**src/rtl/dac_dbuf_pkg.sv**
```systemverilog
package dac_dbuf_pkg;

    typedef enum logic [1:0] {
        BUS_BYTE  = 2'd0,
        BUS_WORD  = 2'd1,
        BUS_SOLO  = 2'd2,
        BUS_WORD2 = 2'd3
    } bus_kind_e;

    typedef enum logic [2:0] {
        POL_AUTO   = 3'd0,
        POL_STROBE = 3'd1,
        POL_EXT    = 3'd2,
        POL_DIRECT = 3'd3,
        POL_FLOW   = 3'd4
    } xfer_pol_e;

endpackage

```
**src/rtl/dac_dbuf_policy.sv**
```systemverilog
module dac_dbuf_policy
    import dac_dbuf_pkg::*;
(
    input  logic [1:0] bus_mode,
    input  logic [1:0] sub_mode,
    output xfer_pol_e  pol,
    output logic       is_byte,
    output logic       solo
);

    always_comb begin
        pol     = POL_STROBE;
        is_byte = 1'b0;
        solo    = 1'b0;
        unique case (bus_kind_e'(bus_mode))
            BUS_BYTE: begin
                is_byte = 1'b1;
                case (sub_mode)
                    2'd0:    pol = POL_AUTO;
                    2'd2:    pol = POL_EXT;
                    default: pol = POL_STROBE;
                endcase
            end
            BUS_SOLO: begin
                solo = 1'b1;
                case (sub_mode)
                    2'd0:    pol = POL_DIRECT;
                    2'd2:    pol = POL_FLOW;
                    default: pol = POL_STROBE;
                endcase
            end
            default: begin
                pol = (sub_mode == 2'd0) ? POL_DIRECT : POL_STROBE;
            end
        endcase
    end

endmodule

```
**src/rtl/dac_dbuf_unpack.sv**
```systemverilog
module dac_dbuf_unpack #(
    parameter int unsigned CODE_W = 10,
    parameter int unsigned BYTE_W = 8
) (
    input  logic [2*BYTE_W-1:0] data_in,
    input  logic                left_just,
    input  logic                byte_hi,
    input  logic [BYTE_W-1:0]   part_byte,
    output logic [CODE_W-1:0]   word_code,
    output logic [CODE_W-1:0]   pair_code
);

    localparam int unsigned WORD_W  = 2 * BYTE_W;
    localparam int unsigned SPILL_W = CODE_W - BYTE_W;

    logic [BYTE_W-1:0] cur_byte;
    logic [BYTE_W-1:0] hi_byte;
    logic [BYTE_W-1:0] lo_byte;
    logic [CODE_W-1:0] left_word;
    logic [CODE_W-1:0] right_word;
    logic [CODE_W-1:0] left_pair;
    logic [CODE_W-1:0] right_pair;

    assign cur_byte = data_in[BYTE_W-1:0];
    assign hi_byte  = byte_hi ? cur_byte : part_byte;
    assign lo_byte  = byte_hi ? part_byte : cur_byte;

    generate
        if (CODE_W == WORD_W) begin : g_full
            assign left_word  = data_in;
            assign right_word = data_in;
        end else begin : g_part
            assign left_word  = data_in[WORD_W-1 -: CODE_W];
            assign right_word = data_in[CODE_W-1:0];
        end
    endgenerate

    assign left_pair  = {hi_byte, lo_byte[BYTE_W-1 -: SPILL_W]};
    assign right_pair = {hi_byte[SPILL_W-1:0], lo_byte};

    assign word_code = left_just ? left_word : right_word;
    assign pair_code = left_just ? left_pair : right_pair;

endmodule

```
**src/rtl/dac_dbuf_pair_trk.sv**
```systemverilog
module dac_dbuf_pair_trk #(
    parameter int unsigned BYTE_W = 8
) (
    input  logic              clk,
    input  logic              rst_n,
    input  logic              wr_ev,
    input  logic              is_byte,
    input  logic              byte_hi,
    input  logic              msb_first,
    input  logic [BYTE_W-1:0] cur_byte,
    output logic [BYTE_W-1:0] part_byte,
    output logic              pend,
    output logic              done_wr
);

    typedef struct packed {
        logic [BYTE_W-1:0] part;
        logic              pend;
    } trk_t;

    trk_t trk_d, trk_q;
    logic opens_pair;
    logic byte_wr;

    assign byte_wr    = wr_ev & is_byte;
    assign opens_pair = byte_wr & (byte_hi == msb_first);
    assign done_wr    = byte_wr & (byte_hi != msb_first);

    always_comb begin
        trk_d = trk_q;
        if (opens_pair) begin
            trk_d.part = cur_byte;
            trk_d.pend = 1'b1;
        end else if (done_wr) begin
            trk_d.pend = 1'b0;
        end
    end

    always_ff @(posedge clk or negedge rst_n) begin
        if (!rst_n) begin
            trk_q <= '0;
        end else begin
            trk_q <= trk_d;
        end
    end

    assign part_byte = trk_q.part;
    assign pend      = trk_q.pend;

endmodule

```
**src/rtl/dac_dbuf.sv**
```systemverilog
module dac_dbuf
    import dac_dbuf_pkg::*;
#(
    parameter int unsigned CODE_W = 10,
    parameter int unsigned BYTE_W = 8
) (
    input  logic                  clk,
    input  logic                  rst_n,
    input  logic [1:0]            bus_mode,
    input  logic [1:0]            sub_mode,
    input  logic                  left_just,
    input  logic                  msb_first,
    input  logic                  sel,
    input  logic                  wr,
    input  logic                  byte_hi,
    input  logic [2*BYTE_W-1:0]   data_in,
    input  logic                  xfer,
    input  logic                  ext_xfer,
    output logic [CODE_W-1:0]     code_out
);

    typedef struct packed {
        logic [CODE_W-1:0] in_code;
        logic [CODE_W-1:0] out_code;
    } stage_t;

    stage_t st_d, st_q;

    xfer_pol_e         pol;
    logic              is_byte;
    logic              solo;
    logic              wr_ev;
    logic              done_wr;
    logic              pend_q;
    logic [BYTE_W-1:0] part_byte;
    logic [CODE_W-1:0] word_code;
    logic [CODE_W-1:0] pair_code;
    logic [CODE_W-1:0] in_code_q;
    logic [CODE_W-1:0] out_code_q;

    dac_dbuf_policy policy_i (
        .bus_mode (bus_mode),
        .sub_mode (sub_mode),
        .pol      (pol),
        .is_byte  (is_byte),
        .solo     (solo)
    );

    // stand-alone ignores chip select
    assign wr_ev = wr & (sel | solo);

    dac_dbuf_pair_trk #(.BYTE_W(BYTE_W)) trk_i (
        .clk       (clk),
        .rst_n     (rst_n),
        .wr_ev     (wr_ev),
        .is_byte   (is_byte),
        .byte_hi   (byte_hi),
        .msb_first (msb_first),
        .cur_byte  (data_in[BYTE_W-1:0]),
        .part_byte (part_byte),
        .pend      (pend_q),
        .done_wr   (done_wr)
    );

    dac_dbuf_unpack #(.CODE_W(CODE_W), .BYTE_W(BYTE_W)) unpack_i (
        .data_in   (data_in),
        .left_just (left_just),
        .byte_hi   (byte_hi),
        .part_byte (part_byte),
        .word_code (word_code),
        .pair_code (pair_code)
    );

    always_comb begin
        st_d = st_q;
        if (is_byte) begin
            if (done_wr) begin
                st_d.in_code = pair_code;
            end
            unique case (pol)
                POL_AUTO:   if (done_wr)  st_d.out_code = pair_code;
                POL_EXT:    if (ext_xfer) st_d.out_code = st_q.in_code;
                default:    if (xfer)     st_d.out_code = st_q.in_code;
            endcase
        end else begin
            unique case (pol)
                POL_FLOW: begin
                    st_d.in_code  = word_code;
                    st_d.out_code = word_code;
                end
                POL_DIRECT: begin
                    if (wr_ev) begin
                        st_d.in_code  = word_code;
                        st_d.out_code = word_code;
                    end
                end
                default: begin
                    if (wr_ev) st_d.in_code  = word_code;
                    if (xfer)  st_d.out_code = st_q.in_code;
                end
            endcase
        end
    end

    always_ff @(posedge clk or negedge rst_n) begin
        if (!rst_n) begin
            st_q <= '0;
        end else begin
            st_q <= st_d;
        end
    end

    assign in_code_q  = st_q.in_code;
    assign out_code_q = st_q.out_code;
    assign code_out   = (pol == POL_FLOW) ? word_code : st_q.out_code;

endmodule

```
**config.mk**
```make
export PLATFORM = sky130hd
export DESIGN_NAME = dac_dbuf
export DESIGN_NICKNAME = d
export VERILOG_FILES = /design/src/rtl/dac_dbuf_pkg.sv /design/src/rtl/dac_dbuf_policy.sv /design/src/rtl/dac_dbuf_unpack.sv /design/src/rtl/dac_dbuf_pair_trk.sv /design/src/rtl/dac_dbuf.sv
export SDC_FILE = /design/constraint.sdc
export NUM_CORES = 1
export LEC_CHECK = 0
export ABC_AREA = 0
export BUFFER_PORTS_ARGS = -buffer_cell sky130_fd_sc_hd__buf_2
export CAP_MARGIN = 20
export CELL_PAD_IN_SITES_DETAIL_PLACEMENT = 1
export CELL_PAD_IN_SITES_GLOBAL_PLACEMENT = 2
export CORE_MARGIN = 1
export CORE_UTILIZATION = 35
export CTS_CLUSTER_DIAMETER = 100
export DETAILED_ROUTE_END_ITERATION = 8
export PLACE_DENSITY = 0.8
export RECOVER_POWER = 25
export SYNTH_ARGS = -nofsm -noshare
export SYNTH_HDL_FRONTEND = slang
export SYNTH_SLANG_ARGS = --single-unit
```
**constraint.sdc**
```tcl
create_clock -name clk -period 2.09 [get_ports clk]
set_input_delay 0.3135 -clock clk [delete_from_list [all_inputs] [get_ports clk]]
set_output_delay 0.3135 -clock clk [all_outputs]
set_load 0.05 [all_outputs]
```
==> impl_results.md, run 1 <==
- Outcome: finished with violations
- Failing checks: max-capacitance violations, max-slew violations
- #FFs+latches synth: 28
- Grt total ovfl: 0
- Clock Path Buffers: 2
- Root Driver: clkbuf_8
- Worst reg2reg setup slack: 0.32 ns
- First-pass GRT wire length: 10410 um
- DIE HEIGHT: 80.32 um
- Syn. warnings: 0
- PwrDens: 802.8 nW/um^2
- Clk slew on worst S/H paths: 0.11 ns
- Mapped Nets: 247
- CTS Buf Count: 3
- Maximum VDD drop: 279.6 uV
- Via count: 1893
- Reg2reg end: out_code_q[3]
- Setup ws final: 0.1648 ns
- Final period utilization: 92.12%
- Final non-filler cell total: 342
- RSZ-0062 raised after global routing: false
- Power, Total: 2.142 mW
- Critical path class: input port to primary output
- Worst path bufs/invs: 3
- Crit path top cell by count: buf_2
- FMAX: 0.5194 GHz
- Hold_buf cts: 0
- Die width: 80.32 um
- CP endpoint kind: primary output
- Initial antenna violation count: 0
- Reg area: 700.7 sq um
- Synth-to-layout area growth: 24.24%
- Placed insts: 338
- Slew margin rel.: -9.445%
- Cell count after synthesis: 218
- Clock latency on the worst-skew pair: 0.29 ns
- Max H-tree Level: 1
- Mean post-synth cell area: 9.849 sq um
- N_diodes: 0
- Placer Congestion: 0.7866
- Starting density of the core: 36.26%
- CP delay by family, top: buffers and inverters
- # clock sinks: 28
- Post-place setup slack: 0.1386 ns
- Die ar.: 6451 sq um
- Final Max Slew Viols: 29
- CP Launch Point: bus_mode[0]
- Share of post-route cells with drive strength above 1: 40.45%
- Leakage: 1.163 nW
- Maxcap violations: 1
- Critical Path Start Type: input port
- Synth Cell Area: 2147 sq um
- # rows: 28
- WP data required: 1.78 ns
- Vias in the first global route: 1981
- Critical Path Fanout Max: 9
- First drt pass iteration count: 4
- CP max-delay cell: nor3b_2
- Antenna-violating nets left: 0
- Stages on the worst setup path: 7
- DRT Wirelength: 6456 um
- Setup TNS: 0 ns
- Post-layout util: 45.05%
- Min-delay worst type: input port to flip-flop
- Fill cells: 696
- Final Setup Violations: 0
- CP peak stage delay: 0.29 ns
- Most frequent cells in the layout: buf_2, dfrtp_1, mux2i_1, a21oi_1, nor2_1
- Final #Nets: 297
- Core area: 5921 sq um
- Most common cell after layout, fill and taps aside: buf_2
- Crit path to: code_out[7]
- Tmin final: 1.925 ns
- Setup bufs post-CTS: 0
- Sequential element share of the synthesized area: 32.63%
- # IOs: 39
- Critical path arrival: 1.61 ns
- CTS tree: done
- CTS resizes: 0
- Reg2Reg Depth: 5
- Final Hold Violating Endpoints: 0
- IO Port Bufs: 38
- DRT iter0 DRCs: 88
- HPWL Detailed: 4827 um
- DRC errors left: 0
- Largest net degree at the start of global routing: 29
- Area of the multi-input gates: 1410 sq um
- Tot GR Track Use: 21.83%
- Final Skew: 0.006288 ns
- CP cell instances: buf_2, nand2b_1, nor3b_2, buf_4, nor2_1, a21oi_2, buf_2
- Unique cell type count in the Yosys netlist: 29
- Least-Margin Pin Slew: 1.642 ns
- Drt via density: 5.535
- Reg2reg start: trk_i.part_byte[3]
- Drt wl/cell: 18.88 um
## metrics by stage
step / instance area, sq um / hold slack, ns
global placement: 2597 / 0.3992
finish: 2668 / 0.2731
floorplan: 2185 / 0.01791
detailed placement: 2597 / 0.3979
CTS: 2669 / 0.07143
global route: 2668 / 0.2934
## per-layer routing
metal	global-route usage, %	routed length, um
met1	30.06	3132
met4	6.607	130
met5	0	0
met2	36.32	3058
met3	1.705	135
## flip-flops by register name, summed over array words and instances (netlist names)
signal / flops
in_code_q: 10
trk_i.part_byte: 8
out_code_q: 10
## synth_stat cells
cell | count | share of area [%]
nand3_2 | 1 | 0.47
o221ai_2 | 1 | 0.70
or2_1 | 1 | 0.29
buf_2 | 2 | 0.47
a21oi_4 | 1 | 0.76
nand2b_1 | 3 | 0.87
buf_4 | 1 | 0.35
mux4_2 | 6 | 6.3
mux2_1 | 13 | 6.8
o21ai_1 | 12 | 2.8
a21oi_1 | 34 | 7.9
clkbuf_1 | 9 | 1.6
mux2i_1 | 26 | 12
nor2_1 | 22 | 3.8
nor3b_1 | 1 | 0.35
nand2_1 | 13 | 2.3
o21ai_0 | 8 | 1.9
nor2_4 | 1 | 0.52
o221ai_1 | 2 | 0.82
nor2_2 | 1 | 0.29
mux2i_4 | 1 | 1.0
dfrtp_1 | 28 | 33
nor2b_1 | 1 | 0.29
a22o_1 | 4 | 1.6
clkbuf_2 | 1 | 0.23
or2_2 | 1 | 0.29
mux2_2 | 21 | 11
buf_6 | 2 | 1.0
xor2_1 | 1 | 0.41
## area by class of cell
class                           count  area share [%]
Clock buffer                        3           1.548
Multi-Input combinational cell    175           52.86
Tap cell                           75           3.518
Timing Repair Buffer               60           14.68
Sequential cell                    28           26.27
Clock inverter                      1           1.126
## cells by family after synthesis
family,Yosys count,synth area share (%)
compound gates,62,16.49
mux,67,37.30
buf+inv,15,3.671
flops,28,32.63
xor+xnor,1,0.4080
simple gates,45,9.500
## worst min path at each step
stage	cells past startpoint	startpoint	end
final	2	data_in[7]	trk_i.part_byte[7]
after global routing	2	data_in[1]	trk_i.part_byte[1]
after CTS	1	rst_n	in_code_q[6]
after detailed placement	1	rst_n	in_code_q[6]
after global placement	1	rst_n	in_code_q[6]
after floorplan	0	rst_n	in_code_q[0]
## where the power goes
| part | switching (mW) | internal (mW) | total [mW] |
|---|---|---|---|
| clock network | 0.199 | 0.257 | 0.456 |
| registers | 0.105 | 0.671 | 0.776 |
| logic | 0.522 | 0.388 | 0.910 |
No activity file was read; power rests on OpenSTA's default activity.
==> run 2: changes to the inputs <==
Settings changed: MAX_ROUTING_LAYER from default to met4.
==> run 2 against run 1 <==
Effect of this change: global-route usage up 0.62 points; largest cell class unchanged; sequential power about the same; largest power group unchanged; combinational power about the same; worst hold slack worse by 0.00077 ns; the flow still finishes with violations (max-capacitance violations, max-slew violations); flip-flop and latch count unchanged; first-iteration DRC count down 16%; sequential share of layout area unchanged; routed wire length about the same; register-to-register slack about the same; utilization unchanged.
==> impl_results.md, run 2 (synthesized netlist as in run 1, its figures left out) <==
- DRT Wirelength: 6457 um
- Critical path arrival: 1.61 ns
- Final Max Slew Viols: 29
- Final #Nets: 297
- Final Hold Violating Endpoints: 0
- HPWL Detailed: 4827 um
- Hold_buf cts: 0
- First drt pass iteration count: 4
- Setup ws final: 0.1656 ns
- Initial antenna violation count: 0
- CTS Buf Count: 3
- WP data required: 1.78 ns
- Via count: 1878
- Final Skew: 0.006724 ns
- RSZ-0062 raised after global routing: false
- Placer Congestion: 0.7977
- Least-Margin Pin Slew: 1.658 ns
- CTS resizes: 0
- Outcome: finished with violations
- Slew margin rel.: -10.51%
- # rows: 28
- Critical Path Start Type: input port
- Critical Path Fanout Max: 9
- Largest net degree at the start of global routing: 29
- N_diodes: 0
- Final Setup Violations: 0
- Reg2Reg Depth: 5
- Most common cell after layout, fill and taps aside: buf_2
- Setup TNS: 0 ns
- FMAX: 0.5197 GHz
- Clock latency on the worst-skew pair: 0.29 ns
- DRC errors left: 0
- Final period utilization: 92.07%
- Root Driver: clkbuf_8
- Max H-tree Level: 1
- Drt via density: 5.491
- Starting density of the core: 36.26%
- Drt wl/cell: 18.88 um
- Clk slew on worst S/H paths: 0.11 ns
- Min-delay worst type: input port to flip-flop
- CP endpoint kind: primary output
- # IOs: 39
- Core area: 5921 sq um
- Critical path class: input port to primary output
- Share of post-route cells with drive strength above 1: 40.45%
- # clock sinks: 28
- Post-layout util: 45.05%
- CTS tree: done
- Tot GR Track Use: 22.45%
- Maxcap violations: 1
- Post-route cell area: 2668 sq um
- Grt total ovfl: 0
- Leakage: 1.163 nW
- First-pass GRT wire length: 10410 um
- Maximum VDD drop: 279.7 uV
- PwrDens: 802.2 nW/um^2
- Clock Path Buffers: 2
- Die ar.: 6451 sq um
- Vias in the first global route: 1981
- Die width: 80.32 um
- Tmin final: 1.924 ns
- IO Port Bufs: 38
- Setup bufs post-CTS: 0
- Post-DP Area: 2597 sq um
- Post-place setup slack: 0.1386 ns
- Placed insts: 338
- DIE HEIGHT: 80.32 um
- Antenna-violating nets left: 0
- Fill cells: 696
- Final non-filler cell total: 342
- Synth-to-layout area growth: 24.24%
- Hold path cells: 2
- DRT iter0 DRCs: 74
- Most frequent cells in the layout: buf_2, dfrtp_1, mux2i_1, a21oi_1, nor2_1
- Failing checks: max-capacitance violations, max-slew violations
run 2: cell type report:
type                            count  area [sq um]  area share (%)
Clock buffer                        3         41.29           1.548
Sequential cell                    28         700.7           26.27
Clock inverter                      1         30.03           1.126
Multi-Input combinational cell    175          1410           52.86
Timing Repair Buffer               60         391.6           14.68
Tap cell                           75         93.84           3.518
run 2: final timing paths:
path	from	endpoint	slack, ns
max	bus_mode[0]	code_out[7]	0.17
min	data_in[7]	trk_i.part_byte[7]	0.27
max reg2reg	trk_i.part_byte[3]	out_code_q[3]	0.31
min reg2reg	trk_i.part_byte[7]	trk_i.part_byte[7]	0.53
max in group asynchronous	rst_n	out_code_q[8]	0.70
min in group asynchronous	rst_n	in_code_q[6]	0.42
run 2: power by group:
part	total, mW	switching, mW	internal, mW	leakage [nW]
logic	0.910	0.522	0.388	0.801
clock network	0.454	0.196	0.257	0.0357
registers	0.776	0.105	0.671	0.326
run 2: metrics by stage:
step           hold slack, ns  power [mW]
2_1_floorplan         0.01791       1.421
3_3_place_gp           0.3992       1.668
3_5_place_dp           0.3979       1.699
4_1_cts               0.07143       2.155
5_1_grt                0.2933       2.261
6_report               0.2723       2.140
run 2: critical path, cell delays in order:
cell and delay [ns]:
buf_2 0.12, nand2b_1 0.21, nor3b_2 0.29, buf_4 0.25, nor2_1 0.06, a21oi_2 0.09, buf_2 0.26
run 2: routing by layer:
metal  routed length (um)  global-route usage, %
met4                  129                  6.607
met3                  148                  1.705
met5                    0                      -
met2                 3061                  36.32
met1                 3118                  30.13
==> run 3: changes to the inputs <==
Settings changed: BUFFER_PORTS_ARGS -buffer_cell sky130_fd_sc_hd__buf_2 to default, DONT_BUFFER_PORTS from default to 1, PLACE_DENSITY 0.8 to 0.71.
==> run 3 against run 2 <==
Effect of this change: the flow now finishes without violations; register-to-register slack barely moved; clock skew fell by 0.0021 ns; routed wire length fell by 2.1%; highest routed layer unchanged; die area did not move; global-route usage fell by 0.11 points; setup slack improved by 0.15 ns; fmax rose by 8.4%; clock-buffer cell count did not move; flip-flop and latch count did not move; first-iteration DRC count rose by 62%.
==> impl_results.md, run 3 (synthesized netlist as in run 1, its figures left out) <==
- Outcome: completed
- Final Hold Violating Endpoints: 0
- CP cell instances: mux4_2, mux2_2, o21ai_1, o21ai_1, mux2_2
- Reg2reg start: trk_i.part_byte[5]
- Placed insts: 293
- Die ar.: 6451 sq um
- Slew margin rel.: 9.811%
- WP data required: 2.26 ns
- DRT Wirelength: 6319 um
- Most frequent cells in the layout: dfrtp_1, mux2i_1, a21oi_1, nor2_1, mux2_2
- Setup TNS: 0 ns
- Critical path class: flip-flop to flip-flop
- Clock Path Buffers: 2
- Clk slew on worst S/H paths: 0.10 ns
- Area of the multi-input gates: 1410 sq um
- # IOs: 39
- Final Setup Violations: 0
- Post-DP Area: 2442 sq um
- Starting density of the core: 36.26%
- Leakage: 1.034 nW
- DRC errors left: 0
- Vias in the first global route: 1913
- Initial antenna violation count: 0
- Placer Congestion: 0.8814
- HP Start: data_in[5]
- Final Skew: 0.004648 ns
- Post-place setup slack: 0.2771 ns
- Core area: 5921 sq um
- Share of post-route cells with drive strength above 1: 28.57%
- Final period utilization: 84.93%
- RSZ-0062 raised after global routing: false
- HPWL Detailed: 4606 um
- Via count: 1763
- CP endpoint kind: flip-flop
- # clock sinks: 28
- Most common cell after layout, fill and taps aside: dfrtp_1
- # rows: 28
- First drt pass iteration count: 4
- CP max-delay cell: mux4_2
- FMAX: 0.5634 GHz
- CP peak stage delay: 0.48 ns
- Critical path arrival: 1.95 ns
- Max H-tree Level: 1
- Maxcap violations: 0
- CTS Buf Count: 3
- CTS tree: done
- CTS resizes: 0
- Worst path bufs/invs: 0
- N_diodes: 0
- Final non-filler cell total: 299
- Root Driver: clkbuf_8
- Largest net degree at the start of global routing: 30
- CP delay by family, top: multiplexers
- Fill cells: 659
- Post-route cell area: 2536 sq um
- Post-layout util: 42.84%
- Worst reg2reg setup slack: 0.32 ns
- Maximum VDD drop: 521.7 uV
- Critical Path Start Type: flip-flop
- Synth-to-layout area growth: 18.12%
- DRT iter0 DRCs: 120
- Tmin final: 1.775 ns
- First-pass GRT wire length: 10380 um
- Tot GR Track Use: 22.34%
- IO Port Bufs: 0
- Critical Path Fanout Max: 3
- CP Launch Point: trk_i.part_byte[5]
- Grt total ovfl: 0
- Min-delay worst type: input port to flip-flop
- Die width: 80.32 um
- Drt via density: 5.896
- DIE HEIGHT: 80.32 um
- Least-Margin Pin Slew: 1.351 ns
- Antenna-violating nets left: 0
- Final Max Slew Viols: 0
- Final #Nets: 254
- Clock latency on the worst-skew pair: 0.28 ns
- Reg area: 700.7 sq um
- Setup ws final: 0.3150 ns
- PwrDens: 867.9 nW/um^2
- Drt wl/cell: 21.13 um
==> run 3: cell count changes in the layout (fill, tap and decap cells not counted) <==
cell            previous run  this run
buf_2                     37         0
buf_4                     19         5
buf_12                     3        10
clkbuf_1                   1         0
dlygate4sd3_1              0         1
dlymetal6s2s_1             0         1
==> run 3: cell type report <==
| class | count | area share, % |
|---|---|---|
| Multi-Input combinational cell | 175 | 55.60 |
| Tap cell | 75 | 3.700 |
| Sequential cell | 28 | 27.63 |
| Timing Repair Buffer | 17 | 10.26 |
| Clock inverter | 1 | 1.184 |
| Clock buffer | 3 | 1.628 |
==> run 3: report_power, final <==
group | leakage, nW | internal, mW | switching (mW)
clock network | 0.0357 | 0.257 | 0.184
registers | 0.326 | 0.671 | 0.101
logic | 0.672 | 0.487 | 0.501
total | 1.03 | 1.41 | 0.787
==> run 3: per-layer routing <==
| metal | GRT usage [%] | up-vias | routed length (um) |
|---|---|---|---|
| met4 | 3.393 | 0 | 25 |
| met5 | - | - | 0 |
| met1 | 27.34 | 903 | 2621 |
| met3 | 4.432 | 2 | 364 |
| met2 | 38.80 | 46 | 3309 |
| li1 | - | 812 | - |
==> run 3: final timing paths <==
check,to,cells past startpoint
setup / recovery,out_code_q[5],5
hold / removal,trk_i.part_byte[5],1
setup reg to reg,out_code_q[5],5
hold reg to reg,trk_i.part_byte[0],1
max in group asynchronous,out_code_q[7],2
min in group asynchronous,out_code_q[2],2
==> run 3: timing repair <==
item                                   in CTS  in global routing
setup endpoints to repair                   0                  0
buffers inserted                            0                  0
endpoints found under the hold margin      28                  0
hold buffers                                2                  0
==> run 3: stage by stage <==
stage	power [mW]	hold slack, ns
detailed placement	1.763	0.01954
finish	2.201	0.1584
CTS	2.223	0.1504
global route	2.325	0.1411
global placement	1.712	0.01941
floorplan	1.421	0.01791
